--- src/rtl/pps_pkg.sv ---
// Shared widths and limits for the paged pattern serializer.
package pps_pkg;
    localparam int SR_W        = 3;  // width of the segment resolution exponent
    localparam int FM_W        = 4;  // width of the signed multiplier exponent
    localparam int MAX_SR_EXP  = 4;  // largest segment resolution exponent (SR = 16)
endpackage

--- src/rtl/pps_cfg_check.sv ---
// Configuration checker: adds the two exponents and decides whether the
// resulting word size fits the page bank. Assumes NUM_PAGES is a power of two.
module pps_cfg_check
    import pps_pkg::*;
#(
    parameter int NUM_PAGES = 16,
    localparam int MAX_WEXP = $clog2(NUM_PAGES),
    localparam int WEXP_W   = $clog2(MAX_WEXP + 1)
) (
    input  logic [SR_W-1:0]   sr_exp,
    input  logic [FM_W-1:0]   fm_exp,
    output logic              legal,
    output logic [WEXP_W-1:0] word_exp
);
    localparam int SUM_W = FM_W + 1;
    localparam logic [SR_W-1:0]  SR_LIMIT = SR_W'(MAX_SR_EXP);
    localparam logic signed [SUM_W-1:0] WEXP_LIMIT = SUM_W'(MAX_WEXP);

    logic signed [SUM_W-1:0] exp_sum;

    // Sum the exponents and test the result against the legal window.
    always_comb begin
        exp_sum  = $signed(SUM_W'(sr_exp)) + $signed({fm_exp[FM_W-1], fm_exp});
        legal    = (sr_exp <= SR_LIMIT) && (exp_sum >= 0) && (exp_sum <= WEXP_LIMIT);
        word_exp = legal ? exp_sum[WEXP_W-1:0] : '0;
    end
endmodule

--- src/rtl/pps_page_mem.sv ---
// Page bank: NUM_PAGES single-bit pages with one write port and a
// combinational read of every page at a shared address. Assumes
// PAGE_DEPTH is a power of two. The storage has no reset.
module pps_page_mem #(
    parameter int NUM_PAGES  = 16,
    parameter int PAGE_DEPTH = 64,
    localparam int PAGE_W = $clog2(NUM_PAGES),
    localparam int ADDR_W = $clog2(PAGE_DEPTH)
) (
    input  logic                 clk,
    input  logic                 wr_en,
    input  logic [PAGE_W-1:0]    wr_page,
    input  logic [ADDR_W-1:0]    wr_addr,
    input  logic                 wr_data,
    input  logic [ADDR_W-1:0]    rd_addr,
    output logic [NUM_PAGES-1:0] rd_word
);
    for (genvar p = 0; p < NUM_PAGES; p++) begin : g_page
        logic [PAGE_DEPTH-1:0] cells;

        // Store the write bit when this page is addressed.
        always_ff @(posedge clk) begin
            if (wr_en && (wr_page == PAGE_W'(p))) begin
                cells[wr_addr] <= wr_data;
            end
        end

        // Present this page's bit at the shared read address.
        assign rd_word[p] = cells[rd_addr];
    end
endmodule

--- src/rtl/pps_sequencer.sv ---
// Sequencer: counts bit slots inside a word and steps the page address at
// each word end, wrapping after the last address. Inactive means rewind.
// A word size that shrinks mid-run is absorbed at the next slot.
module pps_sequencer #(
    parameter int NUM_PAGES  = 16,
    parameter int PAGE_DEPTH = 64,
    localparam int IDX_W  = $clog2(NUM_PAGES),
    localparam int ADDR_W = $clog2(PAGE_DEPTH),
    localparam int WEXP_W = $clog2(IDX_W + 1)
) (
    input  logic              clk,
    input  logic              rst_n,
    input  logic              active,
    input  logic [WEXP_W-1:0] word_exp,
    input  logic [ADDR_W-1:0] last_addr,
    output logic [ADDR_W-1:0] addr,
    output logic [IDX_W-1:0]  bit_idx
);
    logic [IDX_W:0]   word_len;
    logic [IDX_W-1:0] idx_max;
    logic             word_end;

    // Derive the last slot index of the current word size.
    always_comb begin
        word_len = (IDX_W + 1)'(1) << word_exp;
        idx_max  = IDX_W'(word_len - 1'b1);
        word_end = (bit_idx >= idx_max);
    end

    // Advance the slot counter and the page address.
    always_ff @(posedge clk) begin
        if (!rst_n || !active) begin
            addr    <= '0;
            bit_idx <= '0;
        end else if (word_end) begin
            bit_idx <= '0;
            addr    <= (addr >= last_addr) ? '0 : addr + 1'b1;
        end else begin
            bit_idx <= bit_idx + 1'b1;
        end
    end
endmodule

--- src/rtl/pps_serializer.sv ---
// Parallel-to-serial stage: registers the word bit chosen by the slot index,
// so page 0 leaves first. Drives zero when inactive.
module pps_serializer #(
    parameter int NUM_PAGES = 16,
    localparam int IDX_W = $clog2(NUM_PAGES)
) (
    input  logic                 clk,
    input  logic                 rst_n,
    input  logic                 active,
    input  logic [NUM_PAGES-1:0] word,
    input  logic [IDX_W-1:0]     bit_idx,
    output logic                 ser_out,
    output logic                 ser_valid
);
    // Register the selected bit and its valid flag.
    always_ff @(posedge clk) begin
        if (!rst_n || !active) begin
            ser_out   <= 1'b0;
            ser_valid <= 1'b0;
        end else begin
            ser_out   <= word[bit_idx];
            ser_valid <= 1'b1;
        end
    end
endmodule

--- src/rtl/paged_pattern_serializer.sv ---
// Top of the paged pattern serializer. Checks the configuration, steps through
// the pages and serializes each word on the bit clock. Assumes the
// configuration and pattern are changed only while run is low.
module paged_pattern_serializer
    import pps_pkg::*;
#(
    parameter int NUM_PAGES  = 16,
    parameter int PAGE_DEPTH = 64,
    localparam int PAGE_W = $clog2(NUM_PAGES),
    localparam int ADDR_W = $clog2(PAGE_DEPTH),
    localparam int WEXP_W = $clog2(PAGE_W + 1)
) (
    input  logic              clk,
    input  logic              rst_n,
    input  logic [SR_W-1:0]   cfg_sr_exp,
    input  logic [FM_W-1:0]   cfg_fm_exp,
    input  logic [ADDR_W-1:0] cfg_last_addr,
    input  logic              run,
    input  logic              wr_en,
    input  logic [PAGE_W-1:0] wr_page,
    input  logic [ADDR_W-1:0] wr_addr,
    input  logic              wr_data,
    output logic              ser_out,
    output logic              ser_valid,
    output logic              config_error
);
    logic                 cfg_legal;
    logic [WEXP_W-1:0]    word_exp;
    logic                 active;
    logic [ADDR_W-1:0]    rd_addr;
    logic [PAGE_W-1:0]    bit_idx;
    logic [NUM_PAGES-1:0] rd_word;

    // Generation runs only with run high and a legal configuration.
    assign active       = run & cfg_legal;
    assign config_error = ~cfg_legal;

    pps_cfg_check #(.NUM_PAGES(NUM_PAGES)) cfg_i (
        .sr_exp   (cfg_sr_exp),
        .fm_exp   (cfg_fm_exp),
        .legal    (cfg_legal),
        .word_exp (word_exp)
    );

    pps_sequencer #(.NUM_PAGES(NUM_PAGES), .PAGE_DEPTH(PAGE_DEPTH)) seq_i (
        .clk       (clk),
        .rst_n     (rst_n),
        .active    (active),
        .word_exp  (word_exp),
        .last_addr (cfg_last_addr),
        .addr      (rd_addr),
        .bit_idx   (bit_idx)
    );

    pps_page_mem #(.NUM_PAGES(NUM_PAGES), .PAGE_DEPTH(PAGE_DEPTH)) mem_i (
        .clk     (clk),
        .wr_en   (wr_en),
        .wr_page (wr_page),
        .wr_addr (wr_addr),
        .wr_data (wr_data),
        .rd_addr (rd_addr),
        .rd_word (rd_word)
    );

    pps_serializer #(.NUM_PAGES(NUM_PAGES)) ser_i (
        .clk       (clk),
        .rst_n     (rst_n),
        .active    (active),
        .word      (rd_word),
        .bit_idx   (bit_idx),
        .ser_out   (ser_out),
        .ser_valid (ser_valid)
    );
endmodule

--- config.mk ---
export PLATFORM = sky130hd
export DESIGN_NAME = paged_pattern_serializer
export DESIGN_NICKNAME = d
export VERILOG_FILES = /design/src/rtl/pps_pkg.sv /design/src/rtl/pps_cfg_check.sv /design/src/rtl/pps_page_mem.sv /design/src/rtl/pps_sequencer.sv /design/src/rtl/pps_serializer.sv /design/src/rtl/paged_pattern_serializer.sv
export SDC_FILE = /design/constraint.sdc
export NUM_CORES = 1
export LEC_CHECK = 0
export ABC_AREA = 1
export ABC_CLOCK_PERIOD_IN_PS = 3300
export BUFFER_PORTS_ARGS = -buffer_cell sky130_fd_sc_hd__buf_2
export CAP_MARGIN = 10
export CORE_ASPECT_RATIO = 1.5
export CORE_UTILIZATION = 45
export CTS_CLUSTER_SIZE = 14
export DETAILED_ROUTE_END_ITERATION = 8
export HOLD_SLACK_MARGIN = 0.06
export SLEW_MARGIN = 40
export SYNTH_ARGS = -nofsm -noshare
export SYNTH_HDL_FRONTEND = slang
export SYNTH_SLANG_ARGS = --single-unit
export TNS_END_PERCENT = 20
--- constraint.sdc ---
create_clock -name clk -period 3.3 [get_ports clk]
set_input_delay 0.66 -clock clk [delete_from_list [all_inputs] [get_ports clk]]
set_output_delay 0.66 -clock clk [all_outputs]
set_load 0.01 [all_outputs]
# Yosys cells after proc, flatten, opt, wreduce, memory -nomap -nowiden
# Cells that the tools add are included.
# W data, S select, Z words.
[op_classes]
reduce_logical = 24
n_bitwise = 2
n_eq_ne = 15
mux = 55
magnitude_cmp = 9
add_sub_neg = 4
n_shift = 1
[ops]
columns = ["cell", "count"]
rows = [
  ["$bwmux W64", 16],
  ["$bmux W1 S6", 16],
  ["$eq A4 B4 Y1 const B", 8],
  ["$logic_and A1 B1 Y1", 19],
  ["$mux W1", 19],
  ["$eq A4 B3 Y1 const B", 4],
  ["$lt A6 B7 Y1 const B", 2],
  ["$eq A4 B2 Y1 const B", 2],
  ["$add A6 B1 Y6 const B", 1],
  ["$demux W1 S6", 1],
  ["$ge A6 B1 Y1 const B", 1],
  ["$ge A6 B6 Y1", 1],
  ["$mux W6", 1],
  ["$add A4 B4 Y5", 1],
  ["$ge A5 B1 Y1 const B", 1],
  ["$le A5 B4 Y1 const B", 1],
  ["$lt A4 B5 Y1 const B", 1],
  ["$add A4 B1 Y4 const B", 1],
  ["$bmux W1 S4", 1],
  ["$eq A4 B1 Y1 const B", 1],
  ["$ge A4 B4 Y1", 1],
  ["$logic_not A4 Y1", 1],
  ["$shl A1 B3 Y4 const A", 1],
  ["$sub A4 B1 Y4 const B", 1],
  ["other kinds (7)", 8],
]
[totals]
wordCells = 130
input_bits = 28
ff_bits = 1036
out_inout_bits = 3

# Logic depth before layout (Yosys ltp)
# Gate-level depths: netlist of run 1.
[depth]
word_depth = 9
mapped_depth = 20
depth_no_buf = 20

# Modules after synthesis
# A second synthesis of run 1 with hierarchy kept.
[hier_totals]
hier_cells = 4939
hier_area_um2 = 47169.0
[modules_own_cells]
columns = ["mod", "seq_area_each_um2", "cells_per_inst", "n_inst", "area_per_inst_um2"]
rows = [
  ["pps_page_mem", 30749.5, 4738, 1, 45935.3],
  ["pps_sequencer", 200.2, 115, 1, 788.3],
  ["pps_serializer", 40.0, 52, 1, 260.2],
  ["pps_cfg_check", 0.0, 31, 1, 173.9],
  ["paged_pattern_serializer", 0.0, 3, 1, 11.3],
]

# Worst setup path after synthesis of run 1
# No wires, ideal clock.
[synth_path]
path_type = "in2reg"
startpoint = "input port cfg_sr_exp[0]"
endpoint = "register seq_i.addr[4]"
path_slack_ns = -0.363
cell_stages = 19
required_ns = 3.175
arrival_ns = 3.538
n_path_buf = 0
setup_ns = 0.125
cell_sequence = "ha_1 -> inv_1 -> fa_1 -> or2_1 -> nand2_1 -> a21oi_1 -> a311oi_1 -> nand2_1 -> a31oi_1 -> ha_1 -> ha_1 -> inv_1 -> nor2_1 -> o211ai_1 -> nand3_1 -> nand2_1 -> nor3_1 -> xor2_1 -> nor2_1"
[synth_via]
elab_chain_cells = 8
elab_cells_between_ends = 13
cone_classes = "add/sub: 2; order compare: 4; shift: 1; mux: 1; bitwise: 1; reduce/logical: 4"
[synth_lines]
columns = ["item", "line", "rtl"]
rows = [
  ["start: declaration", "paged_pattern_serializer.sv:15", "input logic [SR_W-1:0] cfg_sr_exp,"],
  ["$add A4 B4 Y5", "pps_cfg_check.sv:23", "exp_sum = $signed(SUM_W'(sr_exp)) + $signed({fm_exp[FM_W-1], fm_exp});"],
  ["$ge A5 B1 Y1", "pps_cfg_check.sv:24", "legal = (sr_exp <= SR_LIMIT) && (exp_sum >= 0) && (exp_sum <= WEXP_LIMIT);"],
  ["$logic_and A1 B1 Y1 (2 in series)", "pps_cfg_check.sv:24", ""],
  ["$mux W3", "pps_cfg_check.sv:25", "word_exp = legal ? exp_sum[WEXP_W-1:0] : '0;"],
  ["$shl A1 B3 Y4", "pps_sequencer.sv:25", "word_len = (IDX_W + 1)'(1) << word_exp;"],
  ["$sub A4 B1 Y4", "pps_sequencer.sv:26", "idx_max = IDX_W'(word_len - 1'b1);"],
  ["$ge A4 B4 Y1", "pps_sequencer.sv:27", "word_end = (bit_idx >= idx_max);"],
  ["end signal: assignment", "pps_sequencer.sv:37", "addr <= (addr >= last_addr) ? '0 : addr + 1'b1;"],
  ["end: declaration", "pps_sequencer.sv:16", "output logic [ADDR_W-1:0] addr,"],
]
# Several ways; a longest one is shown, not always the timed one.
# A chain may end at the register's enable or synchronous reset.

# Worst setup path in the final report of run 1
[layout_path]
startpoint = "input port cfg_sr_exp[0]"
endpoint = "register seq_i.addr[1]"
# The elaborated chain is that of the path after synthesis.

==> impl_metrics.json, run 1 <==
{
  "status": "finished, final reports clean",
  "grtUsageMet3_pct": 3.31,
  "synth_top_family_by_area": "simple AND/OR/NAND/NOR gates",
  "die_h_um": 397,
  "p_int_mw": 20.7,
  "power_mw": 26.3,
  "drive_above_1_share_pct": 7.93,
  "dp_hpwl_um": 75900,
  "clock_latency_ns": 0.71,
  "synthAdderAreaFrac_pct": 0.470,
  "critPathCaptureType": "flop",
  "drtAntennaViolNets": 0,
  "path_depth": 20,
  "synth-seq-cells": 1036,
  "crit_type": "input pin to flop",
  "synth_xor_area_share_pct": 0.112,
  "top_usage_layer": "met2",
  "area_growth_pct": 10.7,
  "seq_area_um2": 31000,
  "ir_worst_vdd_uv": 364,
  "dr_total_vias": 34400,
  "gp_congestion": 0.862,
  "grtUsageMet1_pct": 32.2,
  "drc": 0,
  "fin_area_um2": 51900,
  "grt_first_pass_wirelength_um": 200000,
  "slew_headroom_pct": 41.8,
  "yosysUniqueCellTypes": 32,
  "seq_area_frac_synth_pct": 66.1,
  "rrSetupSlack_ns": 0.55,
  "final_cell_mix": "1,129 x nand2_1, 1,024 x edfxtp_1, 1,021 x nor2_1",
  "fin_util_pct": 50.4,
  "synth_compound_area_share_pct": 0.240,
  "p_leak_nw": 17.3,
  "fin_hold_ws_ns": 0.280,
  "cp_top_family": "adder cells",
  "fillers": 9476,
  "synthCells": 4752,
  "final-hold-violation-count": 0,
  "synth_nets": 4797,
  "fin_nets": 4694,
  "grt_max_degree": 155,
  "setup_viol": 0,
  "r2r-end": "ser_i.ser_out",
  "io_buffers": 30,
  "track_usage_pct": 25.1,
  "place_area_um2": 48800,
  "cp-start-kind": "input pin",
  "timing.fmax_mhz": 315,
  "cts_buffers": 96,
  "worst_pin_slew_ns": 0.870,
  "max_cap_viol_count": 0,
  "ioPinCount": 31,
  "critPathLaunch": "cfg_sr_exp[0]",
  "start_util_pct": 45.5,
  "cp_max_fo": 6,
  "grt_pass1_vias": 32900,
  "hold_buffers": 0,
  "synth-simple-area-share_pct": 28.6,
  "critPathCapture": "seq_i.addr[1]",
  "slowest_delay_ns": 0.34,
  "slowest_stage": "fa_2",
  "postSynthAreaPerCell_um2": 9.87,
  "finalCritPeriodShare_pct": 96.2,
  "cts_tree": "done",
  "synth_mux_area_share_pct": 0,
  "combPwrFrac_pct": 3.2,
  "powerDensity_nw_per_um2": 507,
  "syn_area_um2": 46900,
  "h-tree-depth": 3,
  "worstPathCellList": "buf_2 > ha_4 > inv_2 > fa_2 > or2_4 > nand2_1 > a21oi_1 > a311oi_1 > nand2_1 > a31oi_2 > ha_1 > xnor2_1 > inv_1 > ha_1 > o211ai_1 > nand3_2 > buf_4 > buf_4 > nand4_1 > o21ai_0",
  "layout_commonest_cell": "nand2_1",
  "ff2ff_path_depth": 14,
  "rsz0062_at_grt": "true",
  "clk_pin_slew_ns": 0.06,
  "p_clk_share_pct": 41.9,
  "fin_skew_ns": 0.0238,
  "vias_per_cell": 5.63,
  "grt_antenna_before_repair": 3,
  "critical_path_required_ns": 3.86,
  "core_um2": 103000,
  "first_iter_violations": 3557,
  "die_area_um2": 106000,
  "multi_input_area_um2": 14000,
  "switchingPower_mw": 5.57,
  "post_drt_wl_per_cell_um": 21.7,
  "routed_wirelength_um": 133000,
  "layout_min_cycle_time_ns": 3.17,
  "clock-sinks": 1036,
  "crit_arrival_ns": 3.73,
  "seqPwrFrac_pct": 54.9,
  "reg2reg_from": "seq_i.addr[0]",
  "die_w_um": 266,
  "drt-pass1-iter-count": 6,
  "yosysWarnings": 0,
  "hold_path_class": "input pin to flop",
  "root_buffer": "clkbuf_16",
  "grt_overflow_total": 0,
  "cts_buffer_depth": 3,
  "grt_util_met2_pct": 42.8,
  "cp.buffers_inverters": 5,
  "holdCritStartpoint": "run",
  "report.final.slew_viol_count": 0,
  "swShare_pct": 21.2,
  "num_rows": 144
}
cell families (layout without fill, tap and decap cells):
| family | Yosys count | after routing |
|---|---|---|
| adders and majority gates | 17 | 17 |
| AOI/OAI and AO/OA | 19 | 19 |
| DFF | 1036 | 1036 |
| other | 0 | 1 |
| and+or+nand+nor | 3220 | 3220 |
| xor gates and xnor gates | 6 | 6 |
| buffers and inverters | 454 | 428 |
cells in the mapped netlist (all sizes together):
| cell type | number | share of area (%) |
|---|---|---|
| a21boi | 1 | 0.016 |
| a21oi | 7 | 0.075 |
| edfxtp | 1024 | 66 |
| fa | 1 | 0.043 |
| nand4 | 2 | 0.027 |
| a311oi | 1 | 0.019 |
| a31oi | 1 | 0.013 |
| nand2 | 1150 | 9.2 |
| nor3b | 1 | 0.016 |
| xor2 | 4 | 0.075 |
| nand3 | 1019 | 11 |
| clkinv | 7 | 0.056 |
| o21a | 3 | 0.048 |
| nor2 | 1023 | 8.2 |
| inv | 62 | 0.50 |
| ha | 16 | 0.43 |
| nor3 | 24 | 0.26 |
| dfxtp | 12 | 0.51 |
| clkbuf | 214 | 1.7 |
| o211ai | 1 | 0.016 |
| buf | 171 | 2.2 |
| xnor2 | 2 | 0.037 |
| o21ai | 5 | 0.053 |
| or2 | 1 | 0.013 |
through the flow:
stage          std cells  setup TNS [ns]  setup WS, ns
6_report            6114               0         0.126
5_1_grt             6114          -0.301       -0.0991
4_1_cts             6109               0         0.191
3_5_place_dp        5934           -4.27        -0.514
3_3_place_gp        5934           -3.80        -0.434
2_1_floorplan       4752           -1.26        -0.200
power by group through the flow:
stage                     clock network [mW]  logic, mW  registers [mW]
after floorplan                            0      0.381            14.7
after global placement                     0      0.810            14.7
after detailed placement                   0      0.822            14.7
after CTS                               11.1      0.826            14.5
after global routing                    11.6      0.913            14.4
final                                   11.0      0.840            14.5
final cells by class:
class                   count  area share (%)
clock buffers             122            4.90
repair buffers            184            3.55
clock inverters            53           0.950
flip-flops and latches   1036            59.7
multi-input cells        3262            27.0
inverters                  69           0.533
well taps                1387            3.34
diodes                      1         0.00482
metal layers:
| metal | part of all wire [%] | wire length [um] |
|---|---|---|
| met5 | 0.018 | 24 |
| met4 | 3.8 | 5110 |
| met1 | 40 | 52700 |
| met2 | 50 | 66100 |
| met3 | 6.7 | 8840 |
worst min-delay path by stage:
stage	endpoint	slack, ns	depth (start not counted)
after detailed placement	ser_i.ser_out	0.58	2
after global routing	ser_i.ser_valid	0.27	3
after CTS	ser_i.ser_valid	0.25	3
final	ser_i.ser_valid	0.28	3
after global placement	ser_i.ser_out	0.58	2
after floorplan	ser_i.ser_out	0.49	2
sequential cells by signal, summed over array words and instances, names as in the netlist:
register	flops
mem_i.g_page.cells	1024
ser_i.ser_out	1
ser_i.ser_valid	1
seq_i.addr	6
seq_i.bit_idx	4
tightest hold or removal path, cell delays in order:
cell,delay (ns)
buf_2,0.10
nand2_1,0.07
nor2_2,0.09
timing repair:
action,4_1_cts,5_1_grt
setup buffers,0,4
resized for setup,0,6
setup endpoints to repair,0,6
hold endpoints to repair,0,0
Power figures use the tool's default switching activity.
==> run 2: changes to the inputs <==
--- a/config.mk
+++ b/config.mk
@@ -5,7 +5,6 @@
 export SDC_FILE = /design/constraint.sdc
 export NUM_CORES = 1
 export LEC_CHECK = 0
-export ABC_AREA = 1
 export ABC_CLOCK_PERIOD_IN_PS = 3300
 export BUFFER_PORTS_ARGS = -buffer_cell sky130_fd_sc_hd__buf_2
 export CAP_MARGIN = 10
==> run 2 against run 1 <==
  * Routed wire length fell by 4.6%
  * Combinational power rose by 44%
  * Synthesized area decreased by 3.0%
  * Via count is 19% lower
  * Flip-flop and latch count did not move
  * Die area is 3.0% lower
  * Largest cell class unchanged
==> impl_metrics.json, run 2 <==
{
  "status": "finished, final reports clean",
  "final_cell_mix": "1,041 x nor2_1, 1,024 x edfxtp_1, 183 x buf_4",
  "timing.fmax_mhz": 306,
  "layout_commonest_cell": "nor2_1",
  "netlist.area_leader.share_pct": 67.6,
  "yosysWarnings": 0,
  "hold_buffers": 0,
  "report.final.slew_viol_count": 0,
  "start_util_pct": 45.5,
  "setup_viol": 0,
  "largest_reg_flops": 1024,
  "min_to": "mem_i.g_page[5].cells[15]",
  "yosysMostFrequentCell": "nor2_1",
  "synthCells": 3235,
  "cts_buffers": 93,
  "synth-seq-cells": 1036,
  "slowest_stage": "dfxtp_4",
  "yosysUniqueCellTypes": 73,
  "yosysTopAreaCell": "edfxtp_1",
  "die_area_um2": 102000,
  "clock-sinks": 1036,
  "cp_max_fo": 20,
  "hold_depth": 1,
  "h-tree-depth": 3,
  "ys.flop_type": "edfxtp_1",
  "drive_above_1_share_pct": 18.6,
  "layout_min_cycle_time_ns": 3.27,
  "root_buffer": "clkbuf_16",
  "io_buffers": 30,
  "synthArstFlopShare_pct": 0,
  "rsz0062_at_grt": "false",
  "seq_area_frac_synth_pct": 68.2,
  "clk_pin_slew_ns": 0.07,
  "gp_congestion": 0.868,
  "power_mw": 26.6,
  "dp_hpwl_um": 78300,
  "hold_path_class": "input pin to flop",
  "max_cap_viol_count": 0,
  "cts_tree": "done",
  "ff2ff_path_depth": 10,
  "num_rows": 142,
  "synth_edf_count": 1024,
  "netlist_top_cells_count": "1,042 x nor2_1, 1,024 x edfxtp_1, 219 x clkbuf_1",
  "seqPwrFrac_pct": 54.5,
  "slowest_delay_ns": 0.66,
  "rrSetupSlack_ns": 0.03,
  "crit_arrival_ns": 3.83,
  "clock_latency_ns": 0.69,
  "final-hold-violation-count": 0,
  "holdCritStartpoint": "wr_data",
  "swShare_pct": 20.7,
  "p_int_mw": 21.1,
  "critPathCaptureType": "flop",
  "ioPinCount": 31,
  "worstPathCellList": "buf_12 > buf_12 > buf_4 > mux4_2 > a221oi_1 > o21ai_0 > nand4_1 > nand3_1 > o2111ai_1 > o22ai_1",
  "area_growth_pct": 12.5,
  "postSynthAreaPerCell_um2": 14.1,
  "synth_nets": 3280,
  "drc": 0,
  "cp-start-kind": "flop",
  "track_usage_pct": 25.1,
  "die_w_um": 262,
  "largest_register": "mem_i.g_page.cells",
  "p_leak_nw": 15.0,
  "fillers": 8315,
  "vias_per_cell": 5.99,
  "seq_area_um2": 31000,
  "fin_nets": 3343,
  "reg2reg_from": "seq_i.addr[0]",
  "critical_path_required_ns": 3.87,
  "synthTopCellsByArea": "edfxtp_1 68%, nor2_1 8.6%, mux4_2 8.4%, mux2i_1 3.3%, clkbuf_1 1.8%",
  "combPwrFrac_pct": 4.6,
  "p_clk_share_pct": 41.0,
  "r2r-end": "ser_i.ser_out",
  "ir_worst_vdd_uv": 290,
  "crit_type": "flop to flop",
  "switchingPower_mw": 5.50,
  "fin_hold_ws_ns": 0.258,
  "die_h_um": 391,
  "dr_total_vias": 27900,
  "grt_pass1_vias": 28200,
  "top_regs": "mem_i.g_page.cells: 1024 flops, seq_i.addr: 6 flops, seq_i.bit_idx: 4 flops",
  "core_um2": 100000,
  "path_common_cell": "buf_12",
  "powerDensity_nw_per_um2": 519,
  "first_iter_violations": 2909,
  "grt_max_degree": 241,
  "slew_headroom_pct": 40.7,
  "cts_buffer_depth": 3,
  "grt_overflow_total": 0,
  "routed_wirelength_um": 127000,
  "finalCritPeriodShare_pct": 99.0,
  "grt_antenna_before_repair": 2,
  "grt_first_pass_wirelength_um": 185000,
  "drtAntennaViolNets": 0,
  "worst_pin_slew_ns": 0.888,
  "post_drt_wl_per_cell_um": 27.2,
  "multi_input_area_um2": 13200,
  "fin_util_pct": 51.2,
  "drt-pass1-iter-count": 5,
  "syn_area_um2": 45500,
  "fin_skew_ns": 0.0226
}
==> run 2: stage by stage <==
stage                     cells  cell area (um2)  TNS, ns  worst slack [ns]
final                      4661            51200        0            0.0346
after global routing       4661            51200        0          0.000873
after CTS                  4656            51000        0            0.0394
after detailed placement   4495            48000    -6.02            -0.654
after global placement     4495            48000    -5.51            -0.590
after floorplan            3235            45500    -4.66            -0.509
==> run 2: cells by family (layout without fill, tap and decap cells) <==
| group | count (synthesis) | count (layout) | synth area share (%) |
|---|---|---|---|
| muxes | 352 | 352 | 12.9 |
| xor gates and xnor gates | 10 | 10 | 0.193 |
| and+or+nand+nor | 1277 | 1277 | 11.2 |
| buffers and inverters | 307 | 436 | 3.25 |
| other | 0 | 1 | 0 |
| adders and majority gates | 17 | 17 | 0.484 |
| DFF | 1036 | 1036 | 68.2 |
| AOI/OAI and AO/OA | 236 | 236 | 3.84 |
==> run 2: what timing repair did <==
item,4_1_cts,5_1_grt
endpoints found under the setup margin,0,10
gates resized for setup,0,9
setup buffers,0,1
==> run 2: worst max-delay path by stage <==
stage / startpoint / depth (start not counted) / endpoint
floorplan: cfg_sr_exp[0] / 16 / seq_i.addr[3]
global placement: cfg_sr_exp[0] / 16 / seq_i.addr[0]
detailed placement: cfg_sr_exp[0] / 16 / seq_i.addr[4]
CTS: seq_i.addr[0] / 9 / ser_i.ser_out
global route: seq_i.addr[0] / 10 / ser_i.ser_out
finish: seq_i.addr[0] / 10 / ser_i.ser_out
==> run 2: critical path: cells and delay by family, from the launching register on <==
| family | cells | cell delay, ns |
|---|---|---|
| compound gates | 4 | 0.88 |
| buf+inv | 3 | 0.67 |
| flops | 1 | 0.66 |
| mux | 1 | 0.51 |
| simple gates | 2 | 0.39 |
==> run 2: power by group through the flow <==
stage          logic [mW]  clock network, mW  registers (mW)
5_1_grt              1.28               11.4            14.5
3_5_place_dp         1.19                  0            14.8
4_1_cts              1.19               11.0            14.5
2_1_floorplan       0.691                  0            14.7
3_3_place_gp         1.16                  0            14.8
6_report             1.21               10.9            14.5
==> run 2: layout make-up <==
| class | count | area share [%] |
|---|---|---|
| multi-input cells | 1892 | 25.7 |
| repair buffers | 253 | 4.51 |
| clock buffers | 124 | 5.10 |
| well taps | 1296 | 3.17 |
| diodes | 1 | 0.00489 |
| inverters | 22 | 0.161 |
| clock inverters | 37 | 0.724 |
| flip-flops and latches | 1036 | 60.6 |
==> run 2: metal layers <==
layer / vias to the layer above / wire length [um] / global-route usage (%)
met2: 1042 / 67700 / 45.2
met3: 212 / 7550 / 3.05
met1: 14600 / 45600 / 29.7
li1: 12000 / - / -
met5: - / 0 / 0
met4: 0 / 5780 / 11.7
